[src/rtl/pcfg_pkg.sv]
package pcfg_pkg;
  localparam int DATA_W = 32;
  localparam int CFG_W  = 32;

  typedef enum logic [1:0] {
    ST_OK       = 2'd0,
    ST_NOTFOUND = 2'd1,
    ST_BUSERR   = 2'd2
  } rsp_code_e;

  typedef enum logic [1:0] {
    S_IDLE = 2'd0,
    S_BUSY = 2'd1,
    S_RESP = 2'd2
  } fsm_e;

  // (size - 1) * 8 for legal sizes; zero otherwise
  function automatic logic [4:0] size_term(input logic [2:0] sz);
    case (sz)
      3'd2:    size_term = 5'd8;
      3'd4:    size_term = 5'd24;
      default: size_term = 5'd0;
    endcase
  endfunction

  function automatic logic size_legal(input logic [2:0] sz);
    size_legal = (sz == 3'd1) || (sz == 3'd2) || (sz == 3'd4);
  endfunction

  function automatic logic [DATA_W-1:0] lane_up(input logic [DATA_W-1:0] d,
                                                input logic [1:0] lane);
    lane_up = d << {lane, 3'b000};
  endfunction

  function automatic logic [DATA_W-1:0] lane_down(input logic [DATA_W-1:0] d,
                                                  input logic [1:0] lane);
    lane_down = d >> {lane, 3'b000};
  endfunction
endpackage

[src/rtl/pcfg_addr_decode.sv]
module pcfg_addr_decode
  import pcfg_pkg::*;
#(
  parameter int MAX_DEV = 12,
  parameter int SPARSE_W = 40,
  parameter logic [SPARSE_W-1:0] CFG_BASE = 40'h80_0000_0000
) (
  input  logic [7:0]          bus,
  input  logic [7:0]          devfn,
  input  logic [7:0]          off,
  input  logic [2:0]          size,
  output logic                legal,
  output logic                fwd_type,
  output logic [CFG_W-1:0]    cfg_addr,
  output logic [SPARSE_W-1:0] sparse_addr
);
  localparam int SEL_N  = MAX_DEV + 1;
  localparam int SEL_LO = 11;

  logic [4:0]       dev;
  logic [2:0]       fn;
  logic [SEL_N-1:0] dev_sel;
  logic [CFG_W-1:0] local_addr, remote_addr;
  logic             dev_ok;

  assign dev = devfn[7:3];
  assign fn  = devfn[2:0];

  // one select line per addressable local device
  for (genvar g = 0; g < SEL_N; g++) begin : g_sel
    assign dev_sel[g] = (dev == 5'(g));
  end

  always_comb begin
    local_addr = '0;
    local_addr[SEL_LO +: SEL_N] = dev_sel;
    local_addr[10:8] = fn;
    local_addr[7:2]  = off[7:2];
  end

  assign remote_addr = {8'h00, bus, devfn, off[7:2], 2'b01};

  assign fwd_type = (bus != 8'h00);
  assign dev_ok   = fwd_type || (dev <= 5'(MAX_DEV));
  assign legal    = dev_ok && size_legal(size);
  assign cfg_addr = fwd_type ? remote_addr : local_addr;

  assign sparse_addr = (SPARSE_W'(cfg_addr) << 5) + SPARSE_W'(size_term(size)) + CFG_BASE;
endmodule

[src/rtl/pcfg_lane_align.sv]
module pcfg_lane_align
  import pcfg_pkg::*;
(
  input  logic [DATA_W-1:0] wr_in,
  input  logic [1:0]        wr_lane,
  input  logic [DATA_W-1:0] rd_in,
  input  logic [1:0]        rd_lane,
  output logic [DATA_W-1:0] wr_out,
  output logic [DATA_W-1:0] rd_out
);
  assign wr_out = lane_up(wr_in, wr_lane);
  assign rd_out = lane_down(rd_in, rd_lane);
endmodule

[src/rtl/pcfg_addr_gen.sv]
module pcfg_addr_gen
  import pcfg_pkg::*;
#(
  parameter int MAX_DEV = 12,
  parameter int SPARSE_W = 40,
  parameter logic [SPARSE_W-1:0] CFG_BASE = 40'h80_0000_0000
) (
  input  logic                clk,
  input  logic                rst_n,
  input  logic                req_valid,
  output logic                req_ready,
  input  logic [7:0]          req_bus,
  input  logic [7:0]          req_devfn,
  input  logic [7:0]          req_off,
  input  logic [2:0]          req_size,
  input  logic                req_write,
  input  logic [DATA_W-1:0]   req_wdata,
  output logic                cyc_valid,
  output logic                cyc_type,
  output logic                cyc_write,
  output logic [SPARSE_W-1:0] cyc_addr,
  output logic [DATA_W-1:0]   cyc_wdata,
  input  logic                cyc_done,
  input  logic                cyc_err,
  input  logic [DATA_W-1:0]   cyc_rdata,
  output logic                rsp_valid,
  output logic [1:0]          rsp_status,
  output logic [DATA_W-1:0]   rsp_rdata
);
  fsm_e                state_q;
  logic                dec_legal, dec_type;
  logic [CFG_W-1:0]    dec_cfg;
  logic [SPARSE_W-1:0] dec_sparse;
  logic [DATA_W-1:0]   wr_aligned, rd_aligned;
  logic [1:0]          lane_q;
  logic                type_q, write_q;
  logic [SPARSE_W-1:0] addr_q;
  logic [DATA_W-1:0]   wdata_q, rdata_q;
  rsp_code_e           status_q;

  // named events
  logic accept_w, reject_w, launch_w, finish_w;

  pcfg_addr_decode #(.MAX_DEV(MAX_DEV), .SPARSE_W(SPARSE_W), .CFG_BASE(CFG_BASE)) u_dec (
    .bus(req_bus), .devfn(req_devfn), .off(req_off), .size(req_size),
    .legal(dec_legal), .fwd_type(dec_type), .cfg_addr(dec_cfg), .sparse_addr(dec_sparse)
  );

  pcfg_lane_align u_lane (
    .wr_in(req_wdata), .wr_lane(req_off[1:0]),
    .rd_in(cyc_rdata), .rd_lane(lane_q),
    .wr_out(wr_aligned), .rd_out(rd_aligned)
  );

  assign req_ready = (state_q == S_IDLE);
  assign accept_w  = req_valid && req_ready;
  assign launch_w  = accept_w && dec_legal;
  assign reject_w  = accept_w && !dec_legal;
  assign cyc_valid = (state_q == S_BUSY);
  assign finish_w  = cyc_valid && cyc_done;

  always_ff @(posedge clk or negedge rst_n) begin
    if (!rst_n) begin
      state_q  <= S_IDLE;
      lane_q   <= '0;
      type_q   <= 1'b0;
      write_q  <= 1'b0;
      addr_q   <= '0;
      wdata_q  <= '0;
      rdata_q  <= '0;
      status_q <= ST_OK;
    end else begin
      case (state_q)
        S_IDLE: begin
          if (launch_w) begin
            state_q <= S_BUSY;
            lane_q  <= req_off[1:0];
            type_q  <= dec_type;
            write_q <= req_write;
            addr_q  <= dec_sparse;
            wdata_q <= req_write ? wr_aligned : '0;
          end else if (reject_w) begin
            state_q  <= S_RESP;
            status_q <= ST_NOTFOUND;
            rdata_q  <= '1;
          end
        end
        S_BUSY: begin
          if (finish_w) begin
            state_q <= S_RESP;
            if (cyc_err) begin
              status_q <= ST_BUSERR;
              rdata_q  <= '1;
            end else begin
              status_q <= ST_OK;
              rdata_q  <= write_q ? '0 : rd_aligned;
            end
          end
        end
        default: state_q <= S_IDLE;
      endcase
    end
  end

  assign cyc_type   = type_q;
  assign cyc_write  = write_q;
  assign cyc_addr   = addr_q;
  assign cyc_wdata  = wdata_q;
  assign rsp_valid  = (state_q == S_RESP);
  assign rsp_status = status_q;
  assign rsp_rdata  = rdata_q;

  // ---------------- assertions ----------------
  p_type_follows_bus_r1: assert property (@(posedge clk) disable iff (!rst_n)
    launch_w |=> cyc_type == ($past(req_bus) != 8'h00));

  p_local_onehot_r2: assert property (@(posedge clk) disable iff (!rst_n)
    (launch_w && req_bus == 8'h00) |-> $countones(dec_cfg[CFG_W-1:11]) == 1);

  p_reject_no_cycle_r3: assert property (@(posedge clk) disable iff (!rst_n)
    reject_w |=> (rsp_valid && !cyc_valid && rsp_status == ST_NOTFOUND));

  p_err_all_ones_r9: assert property (@(posedge clk) disable iff (!rst_n)
    (rsp_valid && rsp_status != ST_OK) |-> rsp_rdata == '1);

  p_busy_blocks_r10: assert property (@(posedge clk) disable iff (!rst_n)
    accept_w |=> !req_ready);

  p_rsp_pulse_r10: assert property (@(posedge clk) disable iff (!rst_n)
    rsp_valid |=> (!rsp_valid && req_ready));

  p_addr_hold_r10: assert property (@(posedge clk) disable iff (!rst_n)
    (cyc_valid && !cyc_done) |=> (cyc_valid && $stable(cyc_addr)));
endmodule

[config.mk]
export PLATFORM = sky130hd
export DESIGN_NAME = pcfg_addr_gen
export DESIGN_NICKNAME = d
export VERILOG_FILES = /design/src/rtl/pcfg_pkg.sv /design/src/rtl/pcfg_addr_decode.sv /design/src/rtl/pcfg_lane_align.sv /design/src/rtl/pcfg_addr_gen.sv
export SDC_FILE = /design/constraint.sdc
export NUM_CORES = 1
export LEC_CHECK = 0
export ABC_AREA = 1
export BUFFER_PORTS_ARGS = -buffer_cell sky130_fd_sc_hd__buf_4
export CAP_MARGIN = 10
export CORE_UTILIZATION = 57
export CTS_CLUSTER_DIAMETER = 120
export CTS_CLUSTER_SIZE = 28
export DETAILED_ROUTE_END_ITERATION = 8
export GPL_TIMING_DRIVEN = 1
export PLACE_DENSITY = 0.87
export SYNTH_ARGS = -nofsm -noshare
export SYNTH_HDL_FRONTEND = slang
export SYNTH_HIERARCHICAL = 1
export SYNTH_SLANG_ARGS = --single-unit
[constraint.sdc]
create_clock -name clk -period 2.55 [get_ports clk]
set_input_delay 0.255 -clock clk [delete_from_list [all_inputs] [get_ports clk]]
set_output_delay 0.255 -clock clk [all_outputs]
set_load 0.1 [all_outputs]
==> flow_summary.toml, run 1 <==
[status]
status = "finished with violations"
failed_checks = "DRC"

[synthesis]
ys_warn_count = 6
syn_inst = 1014
synth_area_um2 = 6860
synth.avg_cell_area_um2 = 6.76

[pwr]
combPwrFrac_pct = 62.8
pwr-share-seq_pct = 24.7
switchingPower_uw = 6760
clkPwrFrac_pct = 12.5
p_leak_uw = 0.00493
p_total_uw = 11200
peakVddDrop_v = 0.000869
switching_share_pct = 60.3
p_int_uw = 4460
powerDensity_nw_per_um2 = 1340

[clock_tree]
cts.sink_count = 112
hold_buffers = 1
clkTransAtPathRegs_ps = 80
clockRootBuffer = "clkbuf_16"
numCtsBuffers = 9
cts_tree = "done"
cts_buffer_depth = 2
insertion_delay_ps = 350
htreeDepth = 3
post_cts_buffers = 0
cts_resized = 0

[die]
die_h_um = 112
coreArea_um2 = 11600
die-area_um2 = 12500
rows = 39
boundaryPins = 208
die_x_um = 112
start_util_pct = 59.3

[timing]
tightest_slew_ps = 661
finalHoldViolCount = 0
final-max-slew-violation-count = 0
fin_tns_setup_ps = 0
fin_worst_skew_ps = 6.41
finalCriticalPeriod_ps = 1870
timing.final.crit_share_pct = 73.4
relSlewSlack_pct = 56.0
layout_setup_ws_ps = 678
setup_viol = 0
fmax_ghz = 0.534
rsz0062_at_grt = "no"

[critical_path]
crit_start = "state_q[0]"
arrival_ps = 1620
worst-path-max-fanout = 34
cp.required_ps = 2300
endpoint_kind = "output port"
criticalPathCategory = "reg -> out"
r2r-start = "lane_q[1]"
crit_path_start_kind = "flip-flop"

[layout]
design_area_um2 = 8390
insertedDiodeCount = 0
area_growth_syn_to_layout_pct = 22.4
final_layout_size_suffix_gt1_share_pct = 23.5
nets = 1256

[place]
portBuffers = 207
dpl.hpwl_mm = 12.3
preCtsSetupSlack_ps = 551
post_dp_cell_area_um2 = 8080
gp_congestion = 0.866

[route]
wirelength_mm = 17.4
ant_nets = 0
routed-via-count = 6734
drtPass1Iterations = 7
drcViolationCount = 14
vias_per_cell = 5.15
drt_iter0_markers = 494
wire_per_inst_um = 13.3

[global_route]
gr-usage-all-layers_pct = 28.7
grt_first_pass_wirelength_mm = 29.0
antenna_found_initial = 0
grt_pass1_vias = 6198
grt_remaining_overflow = 0
grt_max_degree = 78

[worst_hold_path]
hold_class = "in -> reg"
min-delay-start = "req_devfn[0]"

[run]
cap_violations = 0
-- metrics by stage --
step,utilization (%),hold slack [ps],instances
after floorplan,-,-40.6,1027
after global placement,69.9,231,1290
after detailed placement,69.9,234,1290
after CTS,72.6,91.4,1307
after global routing,72.6,101,1307
final,72.6,97.8,1307
-- final timing paths --
path	end	slack, ps	cells past startpoint
min	cyc_addr[13]	100	3
max in group asynchronous	cyc_type	1440	3
min reg2reg	cyc_addr[6]	470	2
min in group asynchronous	rsp_rdata[12]	400	2
max reg2reg	rsp_rdata[15]	830	7
max	cyc_valid	680	4
-- final cells by class --
cell class              instances  area (um2)
clock buffers                  10         239
clock inverters                 6        61.3
fillers                      1016        3170
inverters                      92         350
multi-input cells             722        3050
flip-flops and latches        112        2800
well taps                     143         179
repair buffers                222        1710
-- flip-flops by register name (all words and copies together) (netlist names) --
signal,flops
cyc_wdata,32
rsp_rdata,32
cyc_type,1
state_q,2
lane_q,2
cyc_write,1
rsp_status,2
cyc_addr,40
-- metal layers --
metal / up-vias / global-route usage, % / wire (um)
met5: - / 0 / 0
met4: 0 / 11.7 / 467
met3: 35 / 5.44 / 1290
met2: 274 / 46.8 / 8320
met1: 3076 / 37.7 / 7280
li1: 3349 / - / -
-- placed cells by master (no fill, tap or decap) --
cell type      instances
o31ai_1                1
nand4_1                3
inv_6                  2
nor3_1                17
inv_2                  6
conb_1                15
dlygate4sd3_1          1
inv_1                 84
clkinvlp_4             1
o21ai_2                4
nand2_1              454
clkbuf_8               1
buf_4                218
nor2_2                 3
nor2_1                34
inv_8                  1
o21ai_0                3
nand3_2                2
clkinv_8               1
clkinv_4               1
buf_12                 3
inv_4                  2
nand2_2               18
o21bai_2               1
nand3_1              166
dfrtp_1              112
clkbuf_16              9
nor2_4                 1
-- critical path: stages (launching register included) --
cell and delay, ps:
dfrtp_1 430, inv_2 70, nor2_2 80, buf_4 320, buf_4 360
-- power by group through the flow --
stage                     combinational (uW)  sequential [uW]  clock [uW]
after floorplan                         1560             6830           0
after detailed placement                7040             2790           0
after global routing                    7360             2850        1520
final                                   7040             2770        1400
after CTS                               7050             2770        1430
after global placement                  6960             2790           0
Power figures use the tool's default switching activity.
==> run 2: changes to the inputs <==
- CORE_UTILIZATION: 57 -> 53
- PLACE_DENSITY: 0.87 -> 0.82
- clock period: 2.55 -> 1.84 ns (I/O delays scaled with it)
==> flow_summary.toml, run 2 (synthesis gave the netlist of run 1 again) <==
[route]
drcViolationCount = 0
routed-via-count = 6665
wirelength_mm = 17.5
wire_per_inst_um = 13.1
drt_iter0_markers = 451
drtPass1Iterations = 7
vias_per_cell = 4.98
ant_nets = 0

[timing]
timing.final.crit_share_pct = 95.0
fmax_ghz = 0.572
fin_tns_setup_ps = 0
whs_ps = 20.7
final-max-slew-violation-count = 0
setup_viol = 0
fin_worst_skew_ps = 11.9
rsz0062_at_grt = "no"
finalHoldViolCount = 0
finalCriticalPeriod_ps = 1750

[critical_path]
cp.required_ps = 1660
slowest_delay_ps = 470
critPathBufInv = 3
cp_cell_sequence = "inv_2, nor2_2, buf_12, buf_4"
endpoint_kind = "output port"
crit_family = "buffers and inverters"
arrival_ps = 1560
crit_path_start_kind = "flip-flop"
critPathSlowestCell = "dfrtp_1"
worst-path-max-fanout = 34
criticalPathCategory = "reg -> out"

[pwr]
clkPwrFrac_pct = 13.2
peakVddDrop_v = 0.00113
powerDensity_nw_per_um2 = 1840
p_int_uw = 6330
combPwrFrac_pct = 62.7
pwr-share-seq_pct = 24.1
p_leak_uw = 0.00498
switching_share_pct = 59.7
switchingPower_uw = 9380

[global_route]
grt_first_pass_wirelength_mm = 28.6
grt_remaining_overflow = 0
grt_pass1_vias = 5923
grt_max_degree = 57
antenna_found_initial = 0
gr-usage-all-layers_pct = 27.2

[clock_tree]
numCtsBuffers = 9
post_cts_buffers = 0
clkTransAtPathRegs_ps = 80
htreeDepth = 3
cts_buffer_depth = 2
insertion_delay_ps = 360
cts.sink_count = 112
cts_tree = "done"
clockRootBuffer = "clkbuf_16"

[die]
start_util_pct = 54.3
rows = 41
die_h_um = 116
die_x_um = 116
die-area_um2 = 13400
boundaryPins = 208
coreArea_um2 = 12600

[layout]
layout_common_cells = "nand2_1, buf_4, nand3_1"
largest_reg_flops = 40
insertedDiodeCount = 0
design_area_um2 = 8530
final_layout_size_suffix_gt1_share_pct = 23.8
nets = 1258
final_core_util_pct = 67.6
layout_commonest_cell = "nand2_1"
area_growth_syn_to_layout_pct = 24.5

[run]
cap_violations = 0

[place]
dpl.hpwl_mm = 12.4
gp_congestion = 0.896
post_dp_cell_area_um2 = 8210
portBuffers = 207

[status]
status = "finished clean"

[worst_hold_path]
hold_class = "in -> reg"
==> run 2: changes by cell type in the layout (fill, tap and decap cells not counted) <==
cell	delta
inv_8	+1
nor2_4	+1
clkinv_4	+1
clkinv_2	+1
inv_6	-2
buf_4	-3
bufinv_16	+1
clkinvlp_4	-1
nor2_1	-2
nor2_2	+1
buf_12	+5
clkbuf_8	-1
==> run 2: layout make-up <==
class                   instances  area, um2
inverters                      92        350
multi-input cells             722       3060
clock buffers                   9        225
repair buffers                224       1780
well taps                     172        215
clock inverters                 7       91.3
fillers                      1154       4090
flip-flops and latches        112       2800
==> run 2: final timing paths <==
path,startpoint,cells past startpoint,slack [ps],to
min,req_devfn[2],3,20,cyc_addr[15]
max,state_q[0],4,90,cyc_valid
max in group asynchronous,rst_n,3,1210,cyc_wdata[27]
min reg2reg,cyc_addr[33],2,470,cyc_addr[33]
max reg2reg,lane_q[0],8,440,rsp_rdata[6]
min in group asynchronous,rst_n,3,350,rsp_rdata[12]
==> run 2: stage by stage <==
step / total power (uW) / std cells / setup WS, ps
2_1_floorplan: 11600 / 1027 / 86.6
3_3_place_gp: 13600 / 1321 / 154
3_5_place_dp: 13700 / 1321 / 122
4_1_cts: 15800 / 1338 / 85.1
5_1_grt: 16400 / 1338 / 20.2
6_report: 15700 / 1338 / 92.1
==> run 2: metal layers <==
layer  global-route usage (%)  up-vias  wire (um)
met3                     4.81       25       1240
li1                         -     3351          -
met5                        0        -          0
met2                     42.7      259       8250
met1                     38.0     3030       7680
met4                     9.83        0        377
==> run 2: power groups by stage <==
stage	clock network, uW	registers [uW]	logic (uW)
2_1_floorplan	0	9470	2170
3_3_place_gp	0	3810	9780
3_5_place_dp	0	3820	9870
4_1_cts	2120	3790	9880
5_1_grt	2220	3890	10300
6_report	2070	3780	9860
==> run 2: what timing repair did <==
| action | 4_1_cts | 5_1_grt |
|---|---|---|
| resized for setup | 0 | 0 |
| hold endpoints to repair | 112 | 0 |
| hold buffers | 1 | 0 |
| endpoints found under the setup margin | 0 | 0 |
==> run 2: tightest hold or removal path, cell delays in order <==
cell and delay (ps):
buf_4 70, nand2_1 40, nand2_1 50
